===== src/rtl/maexc_pkg.sv =====
package maexc_pkg;
  typedef enum logic [1:0] {
    ACC_NONE = 2'b00,
    ACC_BYTE = 2'b01,
    ACC_HALF = 2'b10,
    ACC_WORD = 2'b11
  } acc_kind_e;

  localparam int PSW_W = 3;

  typedef struct packed {
    logic sm;
    logic ie;
    logic c;
  } psw_t;

  function automatic logic [1:0] align_mask(acc_kind_e k);
    case (k)
      ACC_HALF: align_mask = 2'b01;
      ACC_WORD: align_mask = 2'b11;
      default:  align_mask = 2'b00;
    endcase
  endfunction
endpackage


===== src/rtl/maexc_align_chk.sv =====
module maexc_align_chk
  import maexc_pkg::*;
#(
  parameter int AW = 32
) (
  input  logic          clk_i,
  input  logic          rst_ni,
  input  logic          req_valid_i,
  input  logic [1:0]    req_kind_i,
  input  logic [AW-1:0] ea_i,
  output logic          fault_o,
  output logic          mem_en_o
);
  acc_kind_e kind;
  logic [1:0] mask;
  logic       misalign;
  logic       is_mem;

  assign kind     = acc_kind_e'(req_kind_i);
  assign mask     = align_mask(kind);
  assign misalign = |(ea_i[1:0] & mask);
  assign is_mem   = (kind != ACC_NONE);
  assign fault_o  = req_valid_i & misalign;
  assign mem_en_o = req_valid_i & is_mem & ~misalign;

  p_half_odd_r1: assert property (@(posedge clk_i) disable iff (!rst_ni)
    (req_valid_i && req_kind_i == 2'b10 && ea_i[0]) |-> !mem_en_o);
  p_half_even_r1: assert property (@(posedge clk_i) disable iff (!rst_ni)
    (req_valid_i && req_kind_i == 2'b10 && !ea_i[0]) |-> mem_en_o);
  p_word_r2: assert property (@(posedge clk_i) disable iff (!rst_ni)
    (req_valid_i && req_kind_i == 2'b11 && ea_i[1:0] != 2'b00) |-> fault_o);
  p_byte_r3: assert property (@(posedge clk_i) disable iff (!rst_ni)
    (!req_valid_i || req_kind_i[1] == 1'b0) |-> !fault_o);
  p_no_both_r4: assert property (@(posedge clk_i) disable iff (!rst_ni)
    !(fault_o && mem_en_o));
endmodule


===== src/rtl/maexc_ctx_regs.sv =====
module maexc_ctx_regs
  import maexc_pkg::*;
#(
  parameter int AW = 32
) (
  input  logic             clk_i,
  input  logic             rst_ni,
  input  logic             capture_i,
  input  logic [AW-1:0]    pc_i,
  input  logic [PSW_W-1:0] psw_i,
  output logic [AW-1:0]    bpc_o,
  output logic [PSW_W-1:0] bpsw_o
);
  always_ff @(posedge clk_i or negedge rst_ni) begin
    if (!rst_ni) begin
      bpc_o  <= '0;
      bpsw_o <= '0;
    end else if (capture_i) begin
      bpc_o  <= pc_i;
      bpsw_o <= psw_i;
    end
  end

  p_bpc_r8: assert property (@(posedge clk_i) disable iff (!rst_ni)
    capture_i |=> bpc_o == $past(pc_i));
  p_bpsw_r7: assert property (@(posedge clk_i) disable iff (!rst_ni)
    capture_i |=> bpsw_o == $past(psw_i));
  p_hold_r12: assert property (@(posedge clk_i) disable iff (!rst_ni)
    !capture_i |=> $stable(bpc_o));
endmodule


===== src/rtl/maexc_entry_ctl.sv =====
module maexc_entry_ctl
  import maexc_pkg::*;
#(
  parameter int          AW       = 32,
  parameter logic [AW-1:0] VEC_ADDR = 32'h0000_0080
) (
  input  logic             clk_i,
  input  logic             rst_ni,
  input  logic             fault_i,
  input  logic             rte_i,
  input  logic [PSW_W-1:0] psw_i,
  input  logic [AW-1:0]    bpc_i,
  input  logic [PSW_W-1:0] bpsw_i,
  output logic             exc_taken_o,
  output logic             rte_done_o,
  output logic             psw_wr_o,
  output logic [PSW_W-1:0] psw_o,
  output logic [AW-1:0]    next_pc_o
);
  psw_t cur_psw, entry_psw;
  logic rte_go;
  logic [AW-1:0] resume_pc;

  assign cur_psw   = psw_t'(psw_i);
  assign rte_go    = rte_i & ~fault_i;  // exception outranks return
  assign resume_pc = {bpc_i[AW-1:2], 2'b00};

  always_comb begin
    entry_psw    = cur_psw;
    entry_psw.ie = 1'b0;
    entry_psw.c  = 1'b0;
  end

  always_ff @(posedge clk_i or negedge rst_ni) begin
    if (!rst_ni) begin
      exc_taken_o <= 1'b0;
      rte_done_o  <= 1'b0;
      psw_o       <= '0;
      next_pc_o   <= '0;
    end else begin
      exc_taken_o <= fault_i;
      rte_done_o  <= rte_go;
      if (fault_i) begin
        psw_o     <= entry_psw;
        next_pc_o <= VEC_ADDR;
      end else if (rte_go) begin
        psw_o     <= bpsw_i;
        next_pc_o <= resume_pc;
      end
    end
  end

  assign psw_wr_o = exc_taken_o | rte_done_o;

  p_vec_r6: assert property (@(posedge clk_i) disable iff (!rst_ni)
    exc_taken_o |-> next_pc_o == VEC_ADDR);
  p_entry_psw_r7: assert property (@(posedge clk_i) disable iff (!rst_ni)
    fault_i |=> psw_o[1:0] == 2'b00 && psw_o[2] == $past(psw_i[2]));
  p_resume_r9: assert property (@(posedge clk_i) disable iff (!rst_ni)
    rte_done_o |-> next_pc_o[1:0] == 2'b00);
  p_restore_r10: assert property (@(posedge clk_i) disable iff (!rst_ni)
    (rte_i && !fault_i) |=> psw_o == $past(bpsw_i));
  p_excl_r11: assert property (@(posedge clk_i) disable iff (!rst_ni)
    !(exc_taken_o && rte_done_o));
endmodule


===== src/rtl/maexc_unit.sv =====
module maexc_unit
  import maexc_pkg::*;
#(
  parameter int            AW       = 32,
  parameter logic [AW-1:0] VEC_ADDR = 32'h0000_0080
) (
  input  logic          clk_i,
  input  logic          rst_ni,
  input  logic          req_valid_i,
  input  logic [1:0]    req_kind_i,
  input  logic [AW-1:0] ea_i,
  input  logic [AW-1:0] pc_i,
  input  logic [2:0]    psw_i,
  input  logic          irq_req_i,
  input  logic          rte_i,
  output logic          mem_en_o,
  output logic          irq_accept_o,
  output logic          exc_taken_o,
  output logic          rte_done_o,
  output logic          psw_wr_o,
  output logic [2:0]    psw_o,
  output logic [2:0]    bpsw_o,
  output logic [AW-1:0] bpc_o,
  output logic [AW-1:0] next_pc_o
);
  logic fault;

  maexc_align_chk #(.AW(AW)) u_chk (
    .clk_i       (clk_i),
    .rst_ni      (rst_ni),
    .req_valid_i (req_valid_i),
    .req_kind_i  (req_kind_i),
    .ea_i        (ea_i),
    .fault_o     (fault),
    .mem_en_o    (mem_en_o)
  );

  maexc_ctx_regs #(.AW(AW)) u_ctx (
    .clk_i     (clk_i),
    .rst_ni    (rst_ni),
    .capture_i (fault),
    .pc_i      (pc_i),
    .psw_i     (psw_i),
    .bpc_o     (bpc_o),
    .bpsw_o    (bpsw_o)
  );

  maexc_entry_ctl #(.AW(AW), .VEC_ADDR(VEC_ADDR)) u_ctl (
    .clk_i       (clk_i),
    .rst_ni      (rst_ni),
    .fault_i     (fault),
    .rte_i       (rte_i),
    .psw_i       (psw_i),
    .bpc_i       (bpc_o),
    .bpsw_i      (bpsw_o),
    .exc_taken_o (exc_taken_o),
    .rte_done_o  (rte_done_o),
    .psw_wr_o    (psw_wr_o),
    .psw_o       (psw_o),
    .next_pc_o   (next_pc_o)
  );

  assign irq_accept_o = irq_req_i & ~fault;

  p_irq_r5: assert property (@(posedge clk_i) disable iff (!rst_ni)
    (irq_req_i && !irq_accept_o) |=> exc_taken_o);
  p_taken_r6: assert property (@(posedge clk_i) disable iff (!rst_ni)
    (req_valid_i && req_kind_i[1] && !mem_en_o) |=> exc_taken_o && psw_wr_o);
endmodule


===== config.mk =====
export PLATFORM = sky130hd
export DESIGN_NAME = maexc_unit
export DESIGN_NICKNAME = d
export VERILOG_FILES = /design/src/rtl/maexc_pkg.sv /design/src/rtl/maexc_align_chk.sv /design/src/rtl/maexc_ctx_regs.sv /design/src/rtl/maexc_entry_ctl.sv /design/src/rtl/maexc_unit.sv
export SDC_FILE = /design/constraint.sdc
export NUM_CORES = 1
export LEC_CHECK = 0
export BUFFER_PORTS_ARGS = -buffer_cell sky130_fd_sc_hd__buf_2
export CORE_ASPECT_RATIO = 0.6
export CORE_MARGIN = 2
export CORE_UTILIZATION = 35
export DETAILED_ROUTE_END_ITERATION = 10
export SYNTH_ARGS = -nofsm -noshare
export SYNTH_HDL_FRONTEND = slang
export SYNTH_SLANG_ARGS = --single-unit

===== constraint.sdc =====
create_clock -name clk_i -period 1.2 [get_ports clk_i]
set_input_delay 0.06 -clock clk_i [delete_from_list [all_inputs] [get_ports clk_i]]
set_output_delay 0.06 -clock clk_i [all_outputs]
set_load 0.03 [all_outputs]

==> results_dict.tcl <==
set metrics [dict create \
    outcome "finished clean" \
    netlist_instances 193 \
    internal_power_w 0.005322 \
    viasPerCell 4.346 \
    synth_async_sr_flop_share_pct 100.0 \
    cts_tree "built" \
    cp-start-kind "flop" \
    cts_max_path_buffers 2 \
    crit_buf_inv 1 \
    postCtsSetupBuffers 0 \
    drive_gt1_share_pct 49.86 \
    grt_max_degree 71 \
    irDropWorstVdd_mv 0.9607 \
    slowest_stage "dfrtp_1" \
    synth.area.top_cells "dfrtp_1 60%, mux2_4 17%, mux2i_1 11%" \
    start_util_pct 36.54 \
    yosys_warnings 0 \
    postRouteAntennaNets 0 \
    die_area_mm2 0.009062 \
    finalHoldViolCount 0 \
    row_count 25 \
    io_pins 149 \
    port_buffers 116 \
    crit_chain "or2_4, buf_6" \
    hp-class "input port to flop" \
    worstPathArrival_ns 1.08 \
    max_freq_mhz 874.0 \
    antenna_found_initial 0 \
    numClockSinks 70 \
    place_congestion 0.6638 \
    htreeDepth 3 \
    tns_ns 0 \
    ys_ff_latch 70 \
    first_pass_iters 4 \
    wl_per_cell_um 13.86 \
    path_clk_slew_ns 0.05 \
    finalMaxSlewViolations 0 \
    synth-edff-count 0 \
    rsz0062_at_grt "no" \
    p_per_area_mw_per_mm2 1884 \
    crit_type "flop to output pin" \
    cap_violations 0 \
    seqPwrFrac_pct 39.1 \
    clk_latency_ns 0.32 \
    p_leak_nw 2.219 \
    die_h_um 74.54 \
    combPwrFrac_pct 30.7 \
    utilization_pct 53.75 \
    drc 0 \
    path_max_fanout 2 \
    drtIter0Drc 94 \
    syn-mean-instance-area_um2 15.04 \
    antenna_cells 0 \
    synth_cell_type_count 15 \
    grt_first_pass_wirelength_mm 10.19 \
    required_ns 1.14 \
    synth_top_area_cell "dfrtp_1" \
    cp_slowest_stage_delay_ns 0.38 \
    yosys-top-cells-count "70 x dfrtp_1, 33 x mux2_4, 33 x mux2i_1" \
    switching_share_pct 33.84 \
    power_frac_clock_pct 30.3 \
    die_w_um 121.6 \
    worst_setup_path_end_kind "output pin" \
    cp_top_family "flip-flops" \
    grt.overflow.total 0 \
    core_mm2 0.007945 \
    track_usage_pct 14.96 \
    skew_ns 0.002908 \
    drt_wl_total_mm 6.416 \
    yosysSeqAreaShare_pct 60.34 \
    syn2layout_area_growth_pct 47.11 \
    ys.flop_type "dfrtp_1" \
    vias 2012 \
    hpwl_mm 4.045 \
    setup_violations 0 \
    synth.most_common_cell "dfrtp_1" \
    cts_buffers 9 \
    ctsRootBufferMaster "clkbuf_16" \
    p_switching_w 0.002722 \
    synth_top_area_share_pct 60.34 \
    post-route-period-util_pct 95.34 \
    grt_pass1_vias 2009 \
    netlist_area_mm2 0.002903 \
    final_nets 426 \
    period_minus_slack_ns 1.144 \
]
## state kept, by name, indices dropped and copies added (netlist names)
name / count
u_ctx.bpsw_o: 3
u_ctl.psw_o: 3
u_ctl.exc_taken_o: 1
u_ctx.bpc_o: 32
u_ctl.rte_done_o: 1
u_ctl.next_pc_o: 30
## routing by layer
metal  track usage [%]  routed length (µm)
met2             20.79                2712
met5                 0                   0
met4             6.130                  70
met1             20.73                3165
met3             6.212                 467
## power groups by stage
stage               clock (W)  combinational [W]  sequential [W]
floorplan                   0           0.000703         0.00408
global placement            0            0.00237         0.00316
detailed placement          0            0.00239         0.00317
CTS                   0.00252            0.00249         0.00314
global route          0.00264            0.00263         0.00320
finish                0.00243            0.00247         0.00314
## cells by family after synthesis
| logic type | share of synthesized area, % |
|---|---|
| mux | 30.00 |
| flops | 60.34 |
| simple gates | 5.388 |
| buf+inv | 3.664 |
| compound gates | 0.4740 |
| other cells | 0.1292 |
## worst paths after layout
kind,from,to,slack (ns),cells after the start
setup / recovery,u_ctl.rte_done_o,psw_wr_o,0.06,2
hold reg to reg,u_ctx.bpc_o[1],u_ctx.bpc_o[1],0.50,1
min in group asynchronous,rst_ni,u_ctx.bpc_o[6],0.30,3
max in group asynchronous,rst_ni,u_ctl.next_pc_o[21],0.60,3
setup reg to reg,u_ctx.bpsw_o[2],u_ctl.psw_o[2],0.15,2
hold / removal,req_valid_i,u_ctl.next_pc_o[7],0.10,3
## worst min-delay path, stage by stage
cell	delay [ns]
buf_2	0.11
nand2_1	0.11
o21ai_0	0.10
## layout make-up
cell class                 count  area, µm²
tap                          108      135.1
clock buffer                  13      270.3
clock inverter                 1      5.005
timing repair buffer         160       1057
sequential                    70       1752
multi-input combinational    111       1051
fill                         681       3675
## stage by stage
step	setup WS, ns	area [µm²]	std cells	total power (W)	hold slack (ns)
after floorplan	0.04685	2907	194	0.004784	-0.2356
after global placement	0.04632	3626	413	0.005527	0.1137
after detailed placement	0.05484	3626	413	0.005562	0.1124
after CTS	0.03498	4270	463	0.008152	0.09206
after global routing	0.02093	4270	463	0.008474	0.1214
final	0.05587	4270	463	0.008044	0.1001
## cell usage in the layout, fill, tap and decap left out, types with 2 or more instances in the layout
| cell type | count |
|---|---|
| buf_2 | 115 |
| dfrtp_1 | 70 |
| dlygate4sd3_1 | 36 |
| mux2i_1 | 33 |
| mux2_4 | 33 |
| nor2_1 | 31 |
| clkbuf_16 | 9 |
| mux2_2 | 4 |
| buf_4 | 4 |
| buf_12 | 4 |
| nor2b_1 | 3 |
| clkbuf_8 | 3 |
| conb_1 | 2 |
## timing repair
item	4_1_cts	5_1_grt
setup endpoints to repair	1	0
hold endpoints to repair	106	0
gates resized for setup	3	0
hold buffers	36	0
Note: power is estimated with default switching activity, not from simulation.
